## src/rtl/bsz_pkg.sv

```systemverilog
package bsz_pkg;

  typedef enum logic [1:0] {
    OP_SCAN_LO = 2'b00,
    OP_SCAN_HI = 2'b01,
    OP_CNT_TZ  = 2'b10,
    OP_CNT_LZ  = 2'b11
  } opCode_t;

  // Strobes from control to datapath
  typedef struct packed {
    logic       isCount;   // count operation (vs. scan)
    logic       fromTop;   // work from the most significant end
    logic [2:0] widthHot;  // one-hot: [0]=narrow, [1]=mid, [2]=full
  } ctrlStrobe_t;

endpackage

```

## src/rtl/bsz_ctrl.sv

```systemverilog
module bsz_ctrl
  import bsz_pkg::*;
(
  input  logic [1:0]  opSel,
  input  logic [1:0]  sizeSel,
  output ctrlStrobe_t strobe
);

  opCode_t opCode;
  assign opCode = opCode_t'(opSel);

  always_comb begin
    strobe = '0;
    unique case (opCode)
      OP_SCAN_LO: begin strobe.isCount = 1'b0; strobe.fromTop = 1'b0; end
      OP_SCAN_HI: begin strobe.isCount = 1'b0; strobe.fromTop = 1'b1; end
      OP_CNT_TZ:  begin strobe.isCount = 1'b1; strobe.fromTop = 1'b0; end
      OP_CNT_LZ:  begin strobe.isCount = 1'b1; strobe.fromTop = 1'b1; end
      default:    begin strobe.isCount = 1'b0; strobe.fromTop = 1'b0; end
    endcase
    case (sizeSel)
      2'b01:   strobe.widthHot = 3'b001;
      2'b10:   strobe.widthHot = 3'b010;
      default: strobe.widthHot = 3'b100;
    endcase
  end

endmodule

```

## src/rtl/bsz_zcount.sv

```systemverilog
// Counts zero bits from one end of a vector up to the first set bit.
module bsz_zcount #(
  parameter int W        = 64,
  parameter bit FROM_TOP = 1'b0,
  localparam int CW      = $clog2(W + 1)
) (
  input  logic [W-1:0]  vec,
  output logic [CW-1:0] count
);

  logic [W-1:0] ordered;

  generate
    if (FROM_TOP) begin : g_rev
      for (genvar i = 0; i < W; i++) begin : g_bit
        assign ordered[i] = vec[W-1-i];
      end
    end else begin : g_fwd
      assign ordered = vec;
    end
  endgenerate

  always_comb begin
    count = CW'(W);
    for (int i = W - 1; i >= 0; i--) begin
      if (ordered[i]) count = CW'(i);
    end
  end

endmodule

```

## src/rtl/bsz_datapath.sv

```systemverilog
module bsz_datapath
  import bsz_pkg::*;
#(
  parameter int DATA_W  = 64,
  localparam int NARROW_W = DATA_W / 4,
  localparam int MID_W    = DATA_W / 2,
  localparam int CW       = $clog2(DATA_W + 1),
  localparam int IW       = $clog2(DATA_W)
) (
  input  ctrlStrobe_t       strobe,
  input  logic [DATA_W-1:0] srcOp,
  input  logic [DATA_W-1:0] oldDst,
  output logic [DATA_W-1:0] resNext,
  output logic              zeroNext,
  output logic              carryNext
);

  logic [DATA_W-1:0] lowMask;
  logic [CW-1:0]     widthVal;
  logic [DATA_W-1:0] masked;
  logic [DATA_W-1:0] tzIn;
  logic              srcZero;
  logic [CW-1:0]     tzCnt;
  logic [CW-1:0]     lzFull;
  logic [CW-1:0]     lzAdj;
  logic [IW-1:0]     hiIdx;
  logic [CW-1:0]     cntSel;

  always_comb begin
    lowMask  = '0;
    widthVal = CW'(DATA_W);
    if (strobe.widthHot[0]) begin
      lowMask[NARROW_W-1:0] = '1;
      widthVal = CW'(NARROW_W);
    end else if (strobe.widthHot[1]) begin
      lowMask[MID_W-1:0] = '1;
      widthVal = CW'(MID_W);
    end else begin
      lowMask = '1;
    end
  end

  assign masked  = srcOp & lowMask;
  assign srcZero = (masked == '0);
  // Bits above the width forced to one: a zero operand then counts to the width
  assign tzIn    = masked | ~lowMask;

  bsz_zcount #(.W(DATA_W), .FROM_TOP(1'b0)) u_tz (.vec(tzIn),   .count(tzCnt));
  bsz_zcount #(.W(DATA_W), .FROM_TOP(1'b1)) u_lz (.vec(masked), .count(lzFull));

  assign lzAdj = lzFull - CW'(DATA_W) + widthVal;
  assign hiIdx = lzFull[IW-1:0] ^ {IW{1'b1}};

  always_comb begin
    cntSel    = strobe.fromTop ? lzAdj : tzCnt;
    zeroNext  = 1'b0;
    carryNext = 1'b0;
    resNext   = '0;
    if (strobe.isCount) begin
      resNext   = {{(DATA_W-CW){1'b0}}, cntSel};
      carryNext = srcZero;
      zeroNext  = (cntSel == '0);
    end else begin
      zeroNext = srcZero;
      if (srcZero)
        resNext = oldDst;
      else if (strobe.fromTop)
        resNext = {{(DATA_W-IW){1'b0}}, hiIdx};
      else
        resNext = {{(DATA_W-IW){1'b0}}, tzCnt[IW-1:0]};
    end
  end

endmodule

```

## src/rtl/bsz_unit.sv

```systemverilog
module bsz_unit
  import bsz_pkg::*;
#(
  parameter int DATA_W  = 64,
  parameter bit REG_OUT = 1'b1
) (
  input  logic              clk,
  input  logic              rstN,
  input  logic              inValid,
  input  logic [1:0]        opSel,
  input  logic [1:0]        sizeSel,
  input  logic [DATA_W-1:0] srcOp,
  input  logic [DATA_W-1:0] oldDst,
  output logic              outValid,
  output logic [DATA_W-1:0] result,
  output logic              zeroFlag,
  output logic              carryFlag
);

  ctrlStrobe_t       strobe;
  logic [DATA_W-1:0] resNext;
  logic              zeroNext;
  logic              carryNext;

  bsz_ctrl u_ctrl (
    .opSel  (opSel),
    .sizeSel(sizeSel),
    .strobe (strobe)
  );

  bsz_datapath #(.DATA_W(DATA_W)) u_dp (
    .strobe   (strobe),
    .srcOp    (srcOp),
    .oldDst   (oldDst),
    .resNext  (resNext),
    .zeroNext (zeroNext),
    .carryNext(carryNext)
  );

  generate
    if (REG_OUT) begin : g_reg
      always_ff @(posedge clk) begin
        if (!rstN) begin
          outValid  <= 1'b0;
          result    <= '0;
          zeroFlag  <= 1'b0;
          carryFlag <= 1'b0;
        end else begin
          outValid <= inValid;
          if (inValid) begin
            result    <= resNext;
            zeroFlag  <= zeroNext;
            carryFlag <= carryNext;
          end
        end
      end
    end else begin : g_comb
      assign outValid  = inValid;
      assign result    = resNext;
      assign zeroFlag  = zeroNext;
      assign carryFlag = carryNext;
    end
  endgenerate

endmodule

```

## config.mk

```make
export PLATFORM = sky130hd
export DESIGN_NAME = bsz_unit
export DESIGN_NICKNAME = d
export VERILOG_FILES = /design/src/rtl/bsz_pkg.sv /design/src/rtl/bsz_ctrl.sv /design/src/rtl/bsz_zcount.sv /design/src/rtl/bsz_datapath.sv /design/src/rtl/bsz_unit.sv
export SDC_FILE = /design/constraint.sdc
export NUM_CORES = 1
export LEC_CHECK = 0
export BUFFER_PORTS_ARGS = -buffer_cell sky130_fd_sc_hd__buf_2
export CORE_MARGIN = 4
export CORE_UTILIZATION = 50
export CTS_CLUSTER_SIZE = 20
export DETAILED_ROUTE_END_ITERATION = 7
export PLACE_DENSITY = 0.8
export RECOVER_POWER = 50
export SLEW_MARGIN = 40
export SYNTH_ARGS = -nofsm -noshare
export SYNTH_HDL_FRONTEND = slang
export SYNTH_HIERARCHICAL = 1
export SYNTH_SLANG_ARGS = --single-unit
```

## constraint.sdc

```tcl
create_clock -name clk -period 6.2 [get_ports clk]
set_input_delay 1.55 -clock clk [delete_from_list [all_inputs] [get_ports clk]]
set_output_delay 1.55 -clock clk [all_outputs]
set_load 0.01 [all_outputs]
```

==> results.toml, run 1 <==
[timing]
rsz0062_at_grt = "false"
whs_ns = 0.513
clock_skew_ns = 0
slew_violations = 68
fmax_mhz = 199
setup_ws_ns = 1.19
min_period_ns = 5.01
hold_viol_final = 0
post-route-period-util = 0.809
tns_ns = 0
setup_viol = 0
tightest_slew_ns = 4.00
slew_headroom = -1.67

[synthesis]
yosys-top-cells-area = "dfxtp_1 22%, mux2i_1 11%, nor2b_1 10%"
synth_compound_area_frac = 0.126
syn_nets = 908
netlist_area_um2 = 5960
synth_top_family_by_area = "simple AND/OR/NAND/NOR gates"
synth-simple-area-share = 0.453
synthAdderAreaFrac = 0.0105
syn_area_per_cell_um2 = 7.76
synth-seq-area-share = 0.225
synth_edf_count = 0
ys.flop_type = "dfxtp_1"
synth_top_cell_by_area = "dfxtp_1"
yosysTopAreaCellShare = 0.225
synth.area.mux_share = 0.124
syn_inst = 768
async_flop_share = 0
yosysWarnings = 6
synth_xor_area_frac = 0.00441
synth.distinct_cells = 62
synth-seq-cells = 67

[floorplan]
dieHeight_um = 117
fp.dieArea_um2 = 13700
io_pins = 202
core_area_um2 = 11600
start_util = 0.516
die_w_um = 117
std_cell_rows = 39

[layout]
nets = 1084
areaGrowthSynthToFinish_pct = 20.7
fill_cells = 1067
drive_above_1_share = 0.205
layout_commonest_cell = "buf_2"
layout_common_cells = "133 x buf_2, 95 x nor2b_1, 89 x and2_1, 68 x mux2i_1, 67 x dfxtp_1"
n_antenna_cell = 0

[power_and_ir_drop]
leakagePower_nw = 2.95
ir_worst_vdd_v = 0.000125
p_per_area_nw_per_um2 = 173
total_power_mw = 1.25

[critical_path]
critPathKind = "in -> reg"
endpoint_kind = "flop"
start_kind = "input pin"
crit_start = "sizeSel[1]"
r2r_setup_slack_ns = 5.46
critPathRequiredTime_ns = 6.39
arrival_ns = 5.21
worstPathMaxFanout = 67
timing.rr.start = "result[40]"

[run_status]
violations = "capacitance limit, slew limit"
status = "finished, violations left"

[global_routing]
grt_pass1_vias = 5347
grt_first_pass_wirelength_mm = 25.7
grt_util_met2 = 0.387
grt-busiest-layer = "met2"
met1_usage = 0.304
grt-ovfl-total = 0
antenna_found_initial = 0
grt_usage = 0.229
grt_max_degree = 68
grt_use_met3 = 0.0391

[clock_network]
clock-sinks = 67
cts_root_buffer = "clkbuf_16"
clkLatencyLatePin_ns = 0.32
cts_tree = "built"
path_clk_slew_ns = 0.05
hold_buffers = 0
clockBufferDepth = 2
post-cts-setup-buffers = 0
htreeDepth = 3
post_cts_resize_count = 0
cts-buffers-inserted = 9

[detailed_routing]
drcViolationCount = 0
vias = 6134
avgRoutedWirePerCell_um = 15.6
drt-initial-drc-count = 383
ant_nets = 0
drtPass1Iterations = 5
drt-total-wl_mm = 17.0
routed_via_density = 5.62

[placement]
port_buffers = 201
hpwl_mm = 13.5
place_congestion = 1.01
place_ws_ns = 0.906

[min_path]
hold_start = "result[59]"
hold_path_class = "reg -> reg"

[job]
maxCapViolations = 1
[worst max-delay path, stage by stage]
cell     delay [ns]
buf_2          0.11
inv_1          0.05
ha_1           0.20
buf_4          0.44
nor2b_1        0.19
nor4_1         0.46
nand3_1        0.29
nor3_1         0.28
nor2_1         0.11
ha_1           0.31
ha_1           0.21
xnor2_1        0.16
xnor2_1        0.15
xnor2_1        0.13
mux2i_1        0.11
a31o_2         0.24
mux2i_1        0.13
nor2b_1        0.08
[where the power goes]
| group | total, mW | internal (mW) | switching (mW) |
|---|---|---|---|
| combinational | 0.278 | 0.125 | 0.153 |
| sequential | 0.436 | 0.434 | 0.00164 |
| clock | 0.534 | 0.351 | 0.183 |
| total | 1.25 | 0.910 | 0.338 |
[Yosys cell counts, types with 3 or more instances]
library cell,instances
or4_1,9
buf_4,5
inv_1,24
mux2i_1,68
o21bai_1,8
and3_2,3
and2_1,89
xnor2_1,3
ha_1,5
o221a_1,4
o211ai_1,6
or4_4,3
buf_12,3
o21ai_0,14
nand3_1,17
nor3_1,26
o21a_1,6
nor4_4,4
clkbuf_1,24
nand2b_1,16
o31ai_1,6
a21oi_1,26
o311ai_0,4
mux2_4,4
or3_1,37
nor4_1,42
nand4_1,4
a211oi_1,8
nor2b_1,95
o21ai_1,3
dfxtp_1,67
nand2_1,22
nor2_1,51
or2_2,18
[worst paths after layout]
path / endpoint / depth (start not counted)
hold reg to reg: result[59] / 2
setup / recovery: zeroFlag / 18
setup reg to reg: result[40] / 2
hold / removal: result[59] / 2
[through the flow]
stage | instances | util | cell area (um^2)
2_1_floorplan | 768 | - | 5960
3_3_place_gp | 1075 | 0.599 | 6920
3_5_place_dp | 1076 | 0.602 | 6960
4_1_cts | 1091 | 0.629 | 7270
5_1_grt | 1091 | 0.622 | 7190
6_report | 1091 | 0.622 | 7190
[registers in the layout (all words and copies together), names as in the netlist]
signal     flops
outValid       1
zeroFlag       1
carryFlag      1
result        64
[routing by layer]
| metal | part of all wire | vias to the layer above |
|---|---|---|
| met5 | 0 | - |
| met4 | 0.016 | 0 |
| met1 | 0.44 | 2772 |
| met3 | 0.074 | 21 |
| li1 | - | 3118 |
| met2 | 0.47 | 223 |
[cell type report]
type | instances | area [um^2] | share of cell area
Inverter | 24 | 90.1 | 0.0125
Timing Repair Buffer | 205 | 981 | 0.136
Clock inverter | 6 | 90.1 | 0.0125
Tap cell | 143 | 179 | 0.0249
Clock buffer | 9 | 225 | 0.0313
Sequential cell | 67 | 1340 | 0.186
Multi-Input combinational cell | 637 | 4290 | 0.596
[logic make-up (layout without fill, tap and decap cells)]
| group | after synthesis | in the layout |
|---|---|---|
| and+or+nand+nor | 450 | 450 |
| DFF | 67 | 67 |
| adders and majority gates | 5 | 5 |
| muxes | 72 | 72 |
| buffers and inverters | 64 | 244 |
| xor gates and xnor gates | 3 | 3 |
| AOI/OAI and AO/OA | 107 | 107 |
Note: power is estimated with default switching activity, not from simulation.
==> inputs of run 2 (changes only) <==
Clock period 6.2 ns to 4.7 ns, I/O delays scaled along.
==> run 2 against run 1 <==
Net effect:
- the run now ends clean
- routed wire length rose by 4.5%
- clock power rose by 39%
- via count rose by 2.9%
- first-iteration DRC count rose by 15%
- largest power group unchanged
- hold slack barely moved
- register-to-register slack got worse by 1.5 ns
==> results.toml, run 2 (synthesized netlist as in run 1, its figures left out) <==
[global_routing]
grt_pass1_vias = 5653
grt_usage = 0.242
grt_max_degree = 68
grt-ovfl-total = 0
grt_first_pass_wirelength_mm = 26.9
antenna_found_initial = 0

[timing]
rsz0062_at_grt = "false"
setup_ws_ns = 0.256
slew_headroom = 0.461
slew_violations = 0
fmax_mhz = 225
post-route-period-util = 0.946
tightest_slew_ns = 0.809
hold_viol_final = 0
min_period_ns = 4.44
setup_viol = 0
tns_ns = 0
clock_skew_ns = 0

[job]
maxCapViolations = 0

[critical_path]
start_kind = "input pin"
timing.rr.start = "result[14]"
r2r_cells = 2
crit_start = "sizeSel[1]"
worstPathMaxFanout = 14
slowest_stage = "or4_4"
arrival_ns = 4.66
critPathRequiredTime_ns = 4.92
critPathKind = "in -> reg"
path_buf_inv = 2
max_stage_delay_ns = 0.55
crit_chain = "buf_2, inv_1, ha_1, nor2_2, and2_1, or4_4, nor4_4, nand2_1, or3_4, nor2_2, ha_1, ha_1, xnor2_1, xnor2_1, xnor2_1, mux2i_1, a31o_2, mux2i_1, nor2b_1"
endpoint_kind = "flop"
cp_top_family = "simple AND/OR/NAND/NOR gates"
path_depth = 19

[detailed_routing]
avgRoutedWirePerCell_um = 15.7
vias = 6313
routed_via_density = 5.56
drt-initial-drc-count = 439
drtPass1Iterations = 5
ant_nets = 0
drcViolationCount = 0
drt-total-wl_mm = 17.8

[placement]
place_congestion = 0.983
port_buffers = 201
dpl.cell_count = 1119
hpwl_mm = 13.9
place_ws_ns = -0.111

[layout]
stdcell_count = 1135
multi_input_area_um2 = 4290
seq_area_um2 = 1340
layout_commonest_cell = "buf_2"
layout_common_cells = "133 x buf_2, 95 x nor2b_1, 89 x and2_1, 68 x mux2i_1, 67 x dfxtp_1"
largest_register_ffs = 64
fill_cells = 1054
areaGrowthSynthToFinish_pct = 26.3
n_antenna_cell = 0
drive_above_1_share = 0.244
largest_register = "result"
final_core_util = 0.651
nets = 1127

[clock_network]
path_clk_slew_ns = 0.05
hold_buffers = 0
clock-sinks = 67
clockBufferDepth = 2
clkLatencyLatePin_ns = 0.33
cts_tree = "built"
cts-buffers-inserted = 9
htreeDepth = 3
cts_root_buffer = "clkbuf_16"

[floorplan]
std_cell_rows = 39
die_w_um = 117
fp.dieArea_um2 = 13700
start_util = 0.516
io_pins = 202
core_area_um2 = 11600
dieHeight_um = 117

[power_and_ir_drop]
leakagePower_nw = 3.16
ir_worst_vdd_v = 0.000231
p_per_area_nw_per_um2 = 227

[min_path]
hold_path_class = "reg -> reg"
whs_path_depth = 2
hold_start = "result[53]"

[run_status]
status = "completed"
## run 2: cell count changes in the layout (fill, tap and decap cells not counted), sizes merged
cell           previous run  this run
clkdlybuf4s25             1         0
buf                     138       182
clkbuf                   75        77
inv                      25        24
## run 2: through the flow
step	total power [mW]	hold slack (ns)	cell area, um^2
CTS	1.71	0.512	7590
detailed placement	0.971	0.496	7260
finish	1.71	0.513	7530
global placement	0.966	0.489	7250
floorplan	0.822	0.538	5960
global route	1.78	0.544	7530
## run 2: final timing paths
check,to,slack [ns]
worst max-delay path,zeroFlag,0.26
worst min-delay path,result[53],0.51
worst max register to register,result[14],4.01
worst min register to register,result[53],0.51
## run 2: cell type report
cell class,count,share of cell area
clock buffer,11,0.0336
clock inverter,5,0.0113
inverter,24,0.0120
multi-input combinational,637,0.570
sequential,67,0.178
tap,143,0.0238
timing repair buffer,248,0.171
## run 2: repair_timing
item / 4_1_cts / 5_1_grt
gates resized for setup: 0 / 4
setup endpoints to repair: 0 / 1
setup buffers: 0 / 0
## run 2: report_power, final
| part | switching (mW) | leakage [nW] | total, mW | internal (mW) |
|---|---|---|---|---|
| clock network | 0.247 | 0.162 | 0.742 | 0.495 |
| logic | 0.212 | 2.46 | 0.392 | 0.180 |
| registers | 0.00233 | 0.541 | 0.575 | 0.572 |
## run 2: worst reg2reg max path: cells and delay by family (launching register included)
family / cells / cell delay [ns]
simple gates: 1 / 0.09
mux: 1 / 0.17
flops: 1 / 0.31
## run 2: layer usage
metal / routed length, um / global-route usage / part of all wire
met3: 1160 / 0.0298 / 0.065
met4: 269 / 0.0642 / 0.015
met1: 7950 / 0.320 / 0.45
met2: 8400 / 0.415 / 0.47
met5: 0 / 0 / 0
